File: config.mk
export PLATFORM = sky130hd
export DESIGN_NAME = clkfb_ctrl
export DESIGN_NICKNAME = d
export VERILOG_FILES = /design/src/rtl/clkfb_pkg.sv /design/src/rtl/clkfb_osc_sync.sv /design/src/rtl/clkfb_gap_mon.sv /design/src/rtl/clkfb_rst_qual.sv /design/src/rtl/clkfb_ctrl.sv
export SDC_FILE = /design/constraint.sdc
export NUM_CORES = 1
export LEC_CHECK = 0
export BUFFER_PORTS_ARGS = -buffer_cell sky130_fd_sc_hd__buf_4
export CELL_PAD_IN_SITES_DETAIL_PLACEMENT = 0
export CELL_PAD_IN_SITES_GLOBAL_PLACEMENT = 1
export CORE_MARGIN = 2
export CORE_UTILIZATION = 48
export CTS_CLUSTER_SIZE = 24
export DETAILED_ROUTE_END_ITERATION = 16
export GPL_ROUTABILITY_DRIVEN = 1
export MAX_ROUTING_LAYER = met4
export PLACE_DENSITY_LB_ADDON = 0.08
export SYNTH_ARGS = -nofsm -noshare
export SYNTH_HDL_FRONTEND = slang
export SYNTH_HIERARCHICAL = 1
export SYNTH_SLANG_ARGS = --single-unit
File: constraint.sdc
create_clock -name clk_base -period 5.6 [get_ports clk_base]
set_clock_uncertainty 0.1 [all_clocks]
set_input_delay 1.68 -clock clk_base [delete_from_list [all_inputs] [get_ports clk_base]]
set_output_delay 1.68 -clock clk_base [all_outputs]
set_load 0.01 [all_outputs]
File: src/rtl/clkfb_pkg.sv
package clkfb_pkg;
  typedef enum logic [1:0] {
    SEL_OSC  = 2'b00,
    SEL_BASE = 2'b01,
    SEL_DIV2 = 2'b10
  } clk_sel_e;
endpackage

File: src/rtl/clkfb_osc_sync.sv
// Two-flop synchroniser plus rising-edge detector for the oscillator input.
module clkfb_osc_sync (
  input  logic clk,
  input  logic rst_n,
  input  logic osc_async,
  output logic rise
);
  logic s1_q, s2_q, s3_q;

  always_ff @(posedge clk or negedge rst_n) begin
    if (!rst_n) begin
      s1_q <= 1'b0;
      s2_q <= 1'b0;
      s3_q <= 1'b0;
    end else begin
      s1_q <= osc_async;
      s2_q <= s1_q;
      s3_q <= s2_q;
    end
  end

  assign rise = s2_q & ~s3_q;
endmodule

File: src/rtl/clkfb_gap_mon.sv
// Counts base cycles since the last oscillator edge; flags a missing edge.
module clkfb_gap_mon #(
  parameter int TIMEOUT = 16
) (
  input  logic clk,
  input  logic rst_n,
  input  logic rise,
  input  logic watch_en,
  input  logic restart,
  output logic fail
);
  localparam int CW = (TIMEOUT > 2) ? $clog2(TIMEOUT) : 1;
  localparam logic [CW-1:0] LAST = CW'(TIMEOUT - 1);

  logic          armed_q, armed_d;
  logic [CW-1:0] cnt_q, cnt_d;
  logic          at_limit;

  assign at_limit = (cnt_q == LAST);
  assign fail     = watch_en & armed_q & ~rise & at_limit;

  always_comb begin
    armed_d = armed_q;
    cnt_d   = cnt_q;
    if (restart) begin
      armed_d = 1'b0;
      cnt_d   = '0;
    end else if (rise) begin
      armed_d = 1'b1;
      cnt_d   = '0;
    end else if (watch_en && armed_q && !at_limit) begin
      cnt_d   = cnt_q + 1'b1;
    end
  end

  always_ff @(posedge clk or negedge rst_n) begin
    if (!rst_n) begin
      armed_q <= 1'b0;
      cnt_q   <= '0;
    end else begin
      armed_q <= armed_d;
      cnt_q   <= cnt_d;
    end
  end
endmodule

File: src/rtl/clkfb_rst_qual.sv
// Measures the hardware reset request; pulses rearm on release of a long one.
module clkfb_rst_qual #(
  parameter int MIN_RST = 1000
) (
  input  logic clk,
  input  logic rst_n,
  input  logic hw_rst,
  output logic rearm
);
  localparam int RW = $clog2(MIN_RST + 1);
  localparam logic [RW-1:0] FULL = RW'(MIN_RST);

  logic [RW-1:0] cnt_q, cnt_d;

  always_comb begin
    if (!hw_rst)            cnt_d = '0;
    else if (cnt_q == FULL) cnt_d = cnt_q;
    else                    cnt_d = cnt_q + 1'b1;
  end

  always_ff @(posedge clk or negedge rst_n) begin
    if (!rst_n) cnt_q <= '0;
    else        cnt_q <= cnt_d;
  end

  assign rearm = ~hw_rst & (cnt_q == FULL);
endmodule

File: src/rtl/clkfb_ctrl.sv
module clkfb_ctrl
  import clkfb_pkg::*;
#(
  parameter int TIMEOUT = 16,
  parameter int MIN_RST = 1000
) (
  input  logic       clk_base,
  input  logic       rst_n,
  input  logic       osc_in,
  input  logic       hw_rst,
  input  logic       presc_mode,
  input  logic       flag_clr,
  output logic [1:0] clk_sel,
  output logic       div2_en,
  output logic       unlock_irq
);
  logic rise, fail_evt, rearm, watch_en;
  logic fb_q, fb_d, flag_q, flag_d, phase_q, phase_d;
  clk_sel_e sel;

  clkfb_osc_sync u_sync (
    .clk(clk_base), .rst_n(rst_n), .osc_async(osc_in), .rise(rise)
  );

  assign watch_en = ~fb_q & ~hw_rst;

  clkfb_gap_mon #(.TIMEOUT(TIMEOUT)) u_gap (
    .clk(clk_base), .rst_n(rst_n), .rise(rise), .watch_en(watch_en),
    .restart(rearm), .fail(fail_evt)
  );

  clkfb_rst_qual #(.MIN_RST(MIN_RST)) u_rq (
    .clk(clk_base), .rst_n(rst_n), .hw_rst(hw_rst), .rearm(rearm)
  );

  // Next state: rearm wins, then a failure event, then a software clear.
  always_comb begin
    fb_d    = fb_q;
    flag_d  = flag_q;
    phase_d = fb_q ? ~phase_q : 1'b0;
    if (rearm) begin
      fb_d    = 1'b0;
      flag_d  = 1'b0;
      phase_d = 1'b0;
    end else if (fail_evt) begin
      fb_d    = 1'b1;
      flag_d  = 1'b1;
    end else if (flag_clr) begin
      flag_d  = 1'b0;
    end
  end

  always_ff @(posedge clk_base or negedge rst_n) begin
    if (!rst_n) begin
      fb_q    <= 1'b0;
      flag_q  <= 1'b0;
      phase_q <= 1'b0;
    end else begin
      fb_q    <= fb_d;
      flag_q  <= flag_d;
      phase_q <= phase_d;
    end
  end

  always_comb begin
    if (!fb_q)          sel = SEL_OSC;
    else if (presc_mode) sel = SEL_DIV2;
    else                sel = SEL_BASE;
  end

  assign clk_sel    = sel;
  assign div2_en    = fb_q & presc_mode & phase_q;
  assign unlock_irq = flag_q;
endmodule

* Word-level counts from Yosys, hierarchy flattened
Index checks and enable logic that the tools add are counted.
** Storage, ports and cells
- Output and inout bits :: 4
- Logic and storage cells :: 50
- Register bits after elaboration :: 21
** Cells by class
- Bitwise logic cells :: 13
- Add/sub/neg operators :: 2
- Multiplexer cells :: 16
- Reductions and logical operators :: 7
- Eq/ne operators :: 3
** Operator list (number)
- $mux 10 :: 2
- $mux 4 :: 3
- $add 10x1->10 const B :: 1
- $eq 10x10->1 const B :: 1
- $mux 1 :: 9
- $and 1x1->1 :: 8
- $reduce_bool 3->1 :: 2
- $not 1->1 :: 5
- $add 4x1->4 const B :: 1
- $eq 4x4->1 const B :: 1
- $mux 2 :: 2
- $reduce_bool 2->1 :: 2
- $logic_and 1x1->1 :: 2
- $ne 2x2->1 const B :: 1
- $logic_not 1->1 :: 1

* Logic depth before layout (Yosys ltp)
Gate-level depths: netlist of run 1.
- Depth after elaboration :: 7
- Mapped depth :: 5
- Depth with buffers taken out :: 5

* By module
Netlist of run 1, hierarchy kept.
** Modules (own cells, without submodules)
- clkfb_rst_qual :: area an instance 568.0 µm², cells each 58, instances 1, seq. area each 250.2 µm²
- clkfb_gap_mon :: area an instance 262.8 µm², cells each 27, instances 1, seq. area each 125.1 µm²
- clkfb_ctrl :: area an instance 132.6 µm², cells each 13, instances 1, seq. area each 75.1 µm²
- clkfb_osc_sync :: area an instance 88.8 µm², cells each 4, instances 1, seq. area each 75.1 µm²

* Worst setup path before layout of run 1
OpenSTA, ideal clock, no wires.
- Path kind :: input -> output
- From :: in presc_mode
- To :: out div2_en
- Path buffers :: 0
- Setup slack :: 1.950 ns
- Data required time :: 3.820 ns
- Arrival time :: 1.870 ns
- Stages on the path :: 1
- Path through :: and3_1
** On the way
- Cells in the longest elaborated chain, start to end :: 2
** RTL lines
- from (decl) :: line clkfb_ctrl.sv:11 : input logic presc_mode,
- $and 1x1->1 (2 in a row) :: line clkfb_ctrl.sv:72 : assign div2_en = fb_q & presc_mode & phase_q;
- to (decl) :: line clkfb_ctrl.sv:14 : output logic div2_en,
Every way passes these cells.

* Worst setup path after layout of run 1
Same ends and word-level chain as after synthesis.

==> metrics.md, run 1 <==
| Metric | Value |
|---|---|
| Clock sink count | `21` |
| R2R cell count | `6` |
| Crit Reg-Reg Endpoint | `u_gap/cnt_q[2]` |
| Site Rows | `16` |
| RePlAce Congestion | `0.8004` |
| # resized after CTS | `0` |
| Sequence of cells on the critical path | `buf_4 > and3_1 > buf_4` |
| RSZ-0062 raised after global routing | `no` |
| Area leader, netlist | `dfrtp_1` |
| Pwr dens | `221.4 nW/um^2` |
| Slew Viols, Final | `0` |
| Cell Area, Placed | `1156 sq um` |
| Layout cells sized above 1 | `18.26%` |
| Clock-pin transition on the worst setup and hold timing paths | `120 ps` |
| Most frequent CP cell | `buf_4` |
| Final net count | `125` |
| Worst setup margin | `between 1500 and 2000 ps` |
| # hold bufs at CTS | `0` |
| Final Cell Area | `1184 sq um` |
| CP bufs+invs | `2` |
| First-pass GRT wire length | `around 3.6 mm` |
| Final Hold Viols | `0` |
| Post-Syn Nets | `approximately 110` |
| F_max | `0.2581 GHz` |
| Post-synthesis mux area share | `0.9512%` |
| Post-synth top area share | `49.94%` |
| Hold Path Sink | `u_sync/s2_q` |
| PortBufs | `9` |
| Top-count cell post-synth | `dfrtp_1` |
| R2r setup slk | `3990 ps` |
| EDFF count, synth | `0` |
| Post-CTS setup buffer count | `0` |
| Crit path launch | `presc_mode` |
| Mapped Area | `1052 sq um` |
| IO Pins | `10` |
| Initial Utilization | `52.04%` |
| Die height | `between 50 and 60 microns` |
| Antenna violations before repair | `0` |
| Final setup viols | `0` |
| Mean post-synth cell area | `about 10 sq um` |
| Vias per cell | `5.803` |
| RR Startpoint | `u_rq/cnt_q[0]` |
| Final setup TNS | `0 ps` |
| Residual DRC | `0` |
| Tot GR Track Use | `19.08%` |
| Final Total Pwr | `roughly 0.26 mW` |
| Max-cap violation count | `0` |
| VDD IR-drop max | `0.0001313 V` |
| Ranking of synthesized cells by area | `dfrtp_1 50%, a21oi_1 4.3%, ha_1 3.6%` |
| CTS Buf Count | `3` |
| Worst Tran Pin Value | `just under 300 ps` |
| Die area | `2583 sq um` |
| Post-synthesis compound-gate area fraction | `11.89%` |
| Routed length per instance | `approximately 13 microns` |
| Tmin final | `3874 ps` |
| Total gr overflow | `0` |
| Period utilization | `69.18%` |
| H-tree Lvls | `1` |
| Synth Area in Adders | `3.567%` |
| CP Class | `input port to output port` |
| Worst Path Required | `between 3000 and 4000 ps` |
| Non-filler instance count after layout | `142` |
| Post-Synth XOR/XNOR Area | `1.665%` |
| Ant. Diodes | `0` |
| Clock Path Buffers | `2` |
| Largest net degree at the start of global routing | `22` |
| Critical Path AT | `2090 ps` |
| Crit Path Max Fanout | `3` |
| CP delay by family, top | `buffers and inverters` |
| Synth Area in Simple Gates | `29.01%` |
| Worst Hold Depth | `0` |
| Relative slew slack | `80.04%` |
| Synth cell types | `34` |
| Combinational family with the most area after synthesis | `simple AND/OR/NAND/NOR gates` |
| CP max stage cell | `and3_1` |
| Vias in the first global route | `808` |
| Crit. End Element | `output port` |
| HPWL after detailed placement | `between 1 and 1.5 mm` |
| Leak | `0.5218 nW` |
| Hold wc startpoint | `u_sync/s1_q` |
| Synth Warn # | `6` |
| Async S/R FF share, synth | `100.0%` |
| Synth cell count leaders | `21 x dfrtp_1, 9 x a21oi_1, 7 x nor2_1` |
| Seq/Total Area, Yosys | `about 50%` |
| Final WL | `1.909 mm` |
| Die width | `50.82 microns` |
| Predominant post-synthesis flop cell | `dfrtp_1` |
| Status | `finished clean` |
| Drt pass-1 iters | `4` |
| Post-DRT Antenna Nets | `0` |
| Clk Latency, worst-skew pair | `310 ps` |
| Post-placement cell count | `138` |
| DRT iter0 DRCs | `16` |
| Slowest stage delay, CP | `approximately 160 ps` |
| #FFs+latches synth | `21` |
| Syn Inst Count | `102` |
| Startpoint Class | `input port` |
| Min-delay worst type | `flop to flop` |
| Core box area | `2022 sq um` |
| CTS tree | `built` |
| Area grow syn2layout | `12.49%` |
| Pre-CTS setup slack | `1726 ps` |
| Via count | `824` |
| Root Driver | `clkbuf_4` |
-- power breakdown --
part | internal (mW) | total, mW | switching, mW | leakage (nW)
combinational | 0.0106 | 0.0242 | 0.0136 | 0.228
sequential | 0.158 | 0.166 | 0.00720 | 0.276
clock | 0.0267 | 0.0724 | 0.0457 | 0.0177
-- logic make-up after synthesis --
logic type | after synthesis
AOI/OAI and AO/OA | 21
adders and majority gates | 3
DFF | 21
buffers and inverters | 8
xor gates and xnor gates | 2
and+or+nand+nor | 46
muxes | 1
-- cells in the final DEF (no fill, tap or decap), types with 4 or more instances in the layout --
master | Yosys | routed
buf_4 | 0 | 10
o21ai_0 | 4 | 4
nand4_1 | 4 | 4
dfrtp_1 | 21 | 21
o31ai_1 | 4 | 4
nand3_1 | 6 | 6
inv_1 | 6 | 6
nor2_1 | 7 | 7
nor4_1 | 4 | 4
a21oi_1 | 9 | 9
-- cell type report --
cell class	instances	area (sq um)
clock inverters	1	5.005
well taps	27	33.78
clock buffers	3	22.52
multi-input cells	73	495.5
inverters	7	26.28
fillers	168	838.3
flip-flops and latches	21	525.5
repair buffers	10	75.07
-- registers in the layout, indices dropped and copies added, names as in the netlist --
register / cells
u_rq/cnt_q: 10
u_gap/cnt_q: 4
fb_q: 1
phase_q: 1
u_gap/armed_q: 1
u_sync/s1_q: 1
u_sync/s2_q: 1
u_sync/s3_q: 1
unlock_irq: 1
-- metal layers --
metal	GRT usage, %	vias to the layer above	wire length [microns]
met2	31.36	17	959
li1	-	405	-
met3	6.140	4	82
met4	5.405	0	23
met1	22.67	398	845
met5	-	-	0
-- worst reg2reg max path, delay by kind of cell (launching register included) --
kind | cells | cell delay (ps)
adder cells (fa/ha/maj) | 1 | 210
buffers and inverters | 2 | 250
flip-flops | 1 | 450
AND/OR/NAND/NOR | 3 | 510
-- stage by stage --
step / hold WS [ps] / util (%)
2_1_floorplan: 231.2 / -
3_3_place_gp: 232.7 / 57.18
3_5_place_dp: 250.3 / 57.18
4_1_cts: 278.2 / 58.54
5_1_grt: 285.5 / 58.54
6_report: 272.1 / 58.54
-- worst max path at each step --
stage | endpoint | cells after the start
finish | div2_en | 3
global route | div2_en | 3
CTS | div2_en | 3
detailed placement | div2_en | 3
global placement | div2_en | 3
floorplan | div2_en | 1
No activity file was read; power rests on OpenSTA's default activity.
==> run 2: changes to the inputs <==
--- a/config.mk
+++ b/config.mk
@@ -9,7 +9,7 @@
 export CELL_PAD_IN_SITES_DETAIL_PLACEMENT = 0
 export CELL_PAD_IN_SITES_GLOBAL_PLACEMENT = 1
 export CORE_MARGIN = 2
-export CORE_UTILIZATION = 48
+export CORE_UTILIZATION = 44
 export CTS_CLUSTER_SIZE = 24
 export DETAILED_ROUTE_END_ITERATION = 16
 export GPL_ROUTABILITY_DRIVEN = 1
==> constraint.sdc (replaced) <==
create_clock -name clk_base -period 3.8 [get_ports clk_base]
set_clock_uncertainty 0.1 [all_clocks]
set_input_delay 1.14 -clock clk_base [delete_from_list [all_inputs] [get_ports clk_base]]
set_output_delay 1.14 -clock clk_base [all_outputs]
set_load 0.01 [all_outputs]
==> metrics.md, run 2 (synthesized netlist as in run 1, its figures left out) <==
| Metric | Value |
|---|---|
| RePlAce Congestion | `0.7729 (was 0.8004)` |
| RR Startpoint | `u_rq/cnt_q[0] (unchanged)` |
| HPWL after detailed placement | `1.514 mm (was 1.405 mm)` |
| Most frequent cells in the layout | `21 x dfrtp_1, 10 x buf_4, 9 x a21oi_1 (unchanged)` |
| Worst setup margin | `990.9 ps (was 1726 ps)` |
| Post-DRT Antenna Nets | `0 (unchanged)` |
| Post-CTS setup buffer count | `0 (unchanged)` |
| Fillers | `220 (was 168)` |
| Crit Path Max Fanout | `3 (unchanged)` |
| Antenna violations before repair | `0 (unchanged)` |
| F_max | `0.3560 GHz` |
| H-tree Lvls | `1 (unchanged)` |
| Period utilization | `73.92%` |
| Startpoint Class | `input port (unchanged)` |
| IO Pins | `10 (unchanged)` |
| Routed length per instance | `14.22 microns (was 13.44 microns)` |
| Number of flip-flops in the largest register | `10 (unchanged)` |
| First-pass GRT wire length | `3.539 mm (was 3.560 mm)` |
| Clock sink count | `21 (unchanged)` |
| Pwr dens | `326.4 nW/um^2 (was 221.4 nW/um^2)` |
| Total gr overflow | `0 (unchanged)` |
| PortBufs | `9 (unchanged)` |
| Relative slew slack | `79.00% (was 80.04%)` |
| # hold bufs at CTS | `0 (unchanged)` |
| Largest regs | `u_rq/cnt_q x10, u_gap/cnt_q x4 (unchanged)` |
| Tmin final | `2809 ps` |
| CTS Buf Count | `3 (unchanged)` |
| Layout cells sized above 1 | `17.39% (was 18.26%)` |
| Leak | `0.5191 nW (was 0.5218 nW)` |
| Final setup viols | `0 (unchanged)` |
| Vias in the first global route | `834 (was 808)` |
| Final net count | `125 (unchanged)` |
| Final setup TNS | `0 ps (unchanged)` |
| Residual DRC | `0 (unchanged)` |
| Crit Reg-Reg Endpoint | `u_gap/cnt_q[2] (unchanged)` |
| CP Class | `input port to output port (unchanged)` |
| Clk Latency, worst-skew pair | `300 ps (was 310 ps)` |
| # resized after CTS | `0 (unchanged)` |
| R2R cell count | `6 (unchanged)` |
| Clock power frac | `27.7% (was 27.6%)` |
| Die width | `52.90 microns (was 50.82 microns)` |
| Drt pass-1 iters | `4 (unchanged)` |
| Reg with most FFs | `u_rq/cnt_q (unchanged)` |
| Hold Path Sink | `u_sync/s2_q (unchanged)` |
| Crit. End Element | `output port (unchanged)` |
| Core box area | `2233 sq um (was 2022 sq um)` |
| Via count | `839 (was 824)` |
| R2r setup slk | `2200 ps (was 3990 ps)` |
| Post-placement cell count | `139 (was 138)` |
| Non-filler instance count after layout | `143 (was 142)` |
| RSZ-0062 raised after global routing | `no (unchanged)` |
| Worst Tran Pin Value | `312.6 ps (was 297.1 ps)` |
| Max-cap violation count | `0 (unchanged)` |
| Largest net degree at the start of global routing | `22 (unchanged)` |
| Most common cell after layout, fill and taps aside | `dfrtp_1 (unchanged)` |
| Die height | `52.90 microns (was 50.82 microns)` |
| Final Util | `53.00% (was 58.54%)` |
| Status | `finished clean (unchanged)` |
| Internal Power | `0.2899 mW (was 0.1956 mW)` |
| Worst Path Required | `2560 ps (was 3820 ps)` |
| DRT iter0 DRCs | `7 (was 16)` |
| Combinational share of power | `9.2% (about the same)` |
| Clock Path Buffers | `2 (unchanged)` |
| Area grow syn2layout | `12.49% (unchanged)` |
| Pre-CTS setup slack | `984.7 ps (was 1726 ps)` |
| Die area | `2798 sq um (was 2583 sq um)` |
| Vias per cell | `5.867 (was 5.803)` |
| Root Driver | `clkbuf_4 (unchanged)` |
| Critical Path AT | `1570 ps (was 2090 ps)` |
| Final Hold Viols | `0 (unchanged)` |
| Initial Utilization | `47.11% (was 52.04%)` |
| Slew Viols, Final | `0 (unchanged)` |
| Sequential power share | `63.1% (was 63.2%)` |
| Final WL | `2.034 mm (was 1.909 mm)` |
| Sw frac | `24.96% (was 25.36%)` |
| CTS tree | `built (unchanged)` |
| Worst Hold Depth | `0 (unchanged)` |
| Site Rows | `17 (was 16)` |
| Min-delay worst type | `flop to flop (unchanged)` |
| Tot GR Track Use | `17.92% (was 19.08%)` |
| Clock-pin transition on the worst setup and hold timing paths | `110 ps (was 120 ps)` |
| Hold wc startpoint | `u_sync/s1_q (unchanged)` |
| VDD IR-drop max | `0.0001553 V (was 0.0001313 V)` |
| Hold slack | `268.4 ps (was 272.1 ps)` |
| P_sw | `0.09645 mW (was 0.06646 mW)` |
| Ant. Diodes | `0 (unchanged)` |
run 2: cell types whose count changed in the layout (fill, tap and decap cells not counted):
cell	change
clkinv_2	-1
clkbuf_1	+1
run 2: worst max-delay path, stage by stage:
cell and delay (ps):
buf_4 120, and3_1 170, buf_4 140
run 2: worst max-delay path by stage:
stage,startpoint,end,slack [ps],cells after the start
floorplan,presc_mode,div2_en,1230,1
global placement,presc_mode,div2_en,1010,3
detailed placement,presc_mode,div2_en,980,3
CTS,presc_mode,div2_en,980,3
global route,presc_mode,div2_en,980,3
finish,presc_mode,div2_en,990,3
run 2: power groups by stage:
stage                     Combinational (mW)  Sequential (mW)  Clock (mW)
final                                 0.0356            0.244       0.107
after global placement                0.0353            0.248           0
after global routing                  0.0421            0.245       0.121
after floorplan                       0.0236            0.245           0
after detailed placement              0.0364            0.248           0
after CTS                             0.0366            0.244       0.113
run 2: area by class of cell:
| type | instances | area (sq um) | area share [%] |
|---|---|---|---|
| Inverter | 7 | 26.28 | 2.220 |
| Sequential cell | 21 | 525.5 | 44.40 |
| Tap cell | 28 | 35.03 | 2.960 |
| Multi-Input combinational cell | 73 | 495.5 | 41.86 |
| Timing Repair Buffer | 10 | 75.07 | 6.342 |
| Clock buffer | 4 | 26.28 | 2.220 |
run 2: through the flow:
step / cell area, sq um / power, mW
2_1_floorplan: 1052 / 0.2681
3_3_place_gp: 1157 / 0.2829
3_5_place_dp: 1157 / 0.2846
4_1_cts: 1184 / 0.3931
5_1_grt: 1184 / 0.4083
6_report: 1184 / 0.3864
run 2: metal layers:
| layer | vias to the layer above | track usage [%] | wire length [microns] |
|---|---|---|---|
| met5 | - | - | 0 |
| met4 | 0 | 7.692 | 29 |
| met3 | 4 | 2.542 | 75 |
| met2 | 19 | 32.29 | 1099 |
| met1 | 411 | 19.64 | 829 |
| li1 | 405 | - | - |
==> run 3: changes to the inputs <==
==> constraint.sdc (replaced) <==
create_clock -name clk_base -period 2.85 [get_ports clk_base]
set_clock_uncertainty 0.1 [all_clocks]
set_input_delay 0.855 -clock clk_base [delete_from_list [all_inputs] [get_ports clk_base]]
set_output_delay 0.855 -clock clk_base [all_outputs]
set_load 0.01 [all_outputs]
==> metrics.md, run 3 (synthesized netlist as in run 1, its figures left out) <==
| Metric | Value |
|---|---|
| Metal3 WL | `62 microns (was 75 microns)` |
| Crit path launch | `presc_mode (unchanged)` |
| Drt pass-1 iters | `4 (unchanged)` |
| Residual DRC | `0 (unchanged)` |
| Pre-CTS setup slack | `605.9 ps (was 984.7 ps)` |
| Relative slew slack | `78.45% (was 79.00%)` |
| Clk Latency, worst-skew pair | `290 ps (was 300 ps)` |
| Final setup viols | `0 (unchanged)` |
| Most common cell after layout, fill and taps aside | `dfrtp_1 (unchanged)` |
| Site Rows | `17 (unchanged)` |
| Area grow syn2layout | `12.49% (unchanged)` |
| VDD IR-drop max | `0.0002096 V (was 0.0001553 V)` |
| Core box area | `2233 sq um (unchanged)` |
| Pwr dens | `432.8 nW/um^2 (was 326.4 nW/um^2)` |
| Status | `finished clean (unchanged)` |
| PortBufs | `9 (unchanged)` |
| Period utilization | `78.62%` |
| Vias per cell | `5.832 (was 5.867)` |
| # hold bufs at CTS | `0 (unchanged)` |
| Max-cap violation count | `0 (unchanged)` |
| Uppermost layer routed | `met4 (unchanged)` |
| Layout cells sized above 1 | `17.39% (unchanged)` |
| WL met2 | `1.108 mm (was 1.099 mm)` |
| Fillers | `219 (was 220)` |
| Root Driver | `clkbuf_4 (unchanged)` |
| Number of flip-flops in the largest register | `10 (unchanged)` |
| WL met1 | `870 microns (was 829 microns)` |
| Ant. Diodes | `0 (unchanged)` |
| Via count | `834 (was 839)` |
| Final setup TNS | `0 ps (unchanged)` |
| RSZ-0062 raised after global routing | `no (unchanged)` |
| Die area | `2798 sq um (unchanged)` |
| Most frequent cells in the layout | `21 x dfrtp_1, 10 x buf_4, 9 x a21oi_1 (unchanged)` |
| CP Class | `input port to output port (unchanged)` |
| Die height | `52.90 microns (unchanged)` |
| Clock sink count | `21 (unchanged)` |
| CTS Buf Count | `3 (unchanged)` |
| Final Hold Viols | `0 (unchanged)` |
| IO Pins | `10 (unchanged)` |
| Reg with most FFs | `u_rq/cnt_q (unchanged)` |
| Routed length per instance | `14.36 microns (was 14.22 microns)` |
| Min-delay worst type | `flop to flop (unchanged)` |
| Total gr overflow | `0 (unchanged)` |
| Worst setup margin | `609.4 ps (was 990.9 ps)` |
| Tot GR Track Use | `17.80% (was 17.92%)` |
| HPWL after detailed placement | `1.520 mm (was 1.514 mm)` |
| Final net count | `125 (unchanged)` |
| Clock-pin transition on the worst setup and hold timing paths | `110 ps (about the same)` |
| Largest regs | `u_rq/cnt_q x10, u_gap/cnt_q x4 (unchanged)` |
| Clock Path Buffers | `2 (unchanged)` |
| Largest net degree at the start of global routing | `22 (unchanged)` |
| Leak | `0.5191 nW (unchanged)` |
| CTS tree | `built (unchanged)` |
| Vias in the first global route | `826 (was 834)` |
| Worst Tran Pin Value | `320.8 ps (was 312.6 ps)` |
| First-pass GRT wire length | `3.539 mm (unchanged)` |
| Slew Viols, Final | `0 (unchanged)` |
| RR Startpoint | `u_rq/cnt_q[0] (unchanged)` |
| F_max | `0.4463 GHz` |
| Final WL | `2.054 mm (was 2.034 mm)` |
| H-tree Lvls | `1 (unchanged)` |
| Initial Utilization | `47.11% (unchanged)` |
| Startpoint Class | `input port (unchanged)` |
| # resized after CTS | `0 (unchanged)` |
| Crit. End Element | `output port (unchanged)` |
| Antenna violations before repair | `0 (unchanged)` |
| Worst Path Required | `1900 ps (was 2560 ps)` |
| Crit Path Max Fanout | `3 (unchanged)` |
| Critical Path AT | `1290 ps (was 1570 ps)` |
| DRT iter0 DRCs | `10 (was 7)` |
| Post-CTS setup buffer count | `0 (unchanged)` |
| Post-DRT Antenna Nets | `0 (unchanged)` |
| Hold wc startpoint | `u_sync/s1_q (unchanged)` |
| RePlAce Congestion | `0.7732 (was 0.7729)` |
| Die width | `52.90 microns (unchanged)` |
| Tmin final | `2241 ps` |
run 3: cell counts in the layout (fill, tap and decap cells not counted):
No cell type changed its count.
run 3: path summary, 6_finish.rpt:
check                      slack [ps]  cells after the start              to
max                               610                      3         div2_en
min                               270                      0     u_sync/s2_q
max reg2reg                      1200                      6  u_gap/cnt_q[2]
min reg2reg                       270                      0     u_sync/s2_q
max in group asynchronous        2110                      1   u_rq/cnt_q[4]
min in group asynchronous         320                      1         phase_q
run 3: metrics by stage:
stage | instance area (sq um) | util (%) | instances | hold slack (ps) | total power, mW
final | 1184 | 53.00 | 143 | 269.2 | 0.5123
after global routing | 1184 | 53.00 | 143 | 276.1 | 0.5429
after CTS | 1184 | 53.00 | 143 | 273.3 | 0.5229
after detailed placement | 1157 | 51.82 | 139 | 246.2 | 0.3792
after global placement | 1157 | 51.82 | 139 | 234.6 | 0.3772
after floorplan | 1052 | - | 102 | 231.2 | 0.3575
run 3: routing by layer:
| metal | up-vias | global-route usage, % |
|---|---|---|
| met5 | - | - |
| met2 | 17 | 31.46 |
| li1 | 403 | - |
| met3 | 2 | 2.542 |
| met4 | 0 | 6.410 |
| met1 | 412 | 20.55 |
run 3: worst max-delay path: stages:
cell and delay (ps):
buf_4 120, and3_1 180, buf_4 140
run 3: layout make-up:
type / count / area [sq um] / area share [%]
Inverter: 7 / 26.28 / 2.220
Clock buffer: 4 / 26.28 / 2.220
Multi-Input combinational cell: 73 / 495.5 / 41.86
Tap cell: 28 / 35.03 / 2.960
Sequential cell: 21 / 525.5 / 44.40
Timing Repair Buffer: 10 / 75.07 / 6.342
run 3: where the power goes:
group	switching, mW	internal [mW]
registers	0.0140	0.311
clock network	0.0851	0.0544
logic	0.0268	0.0208
total	0.126	0.386
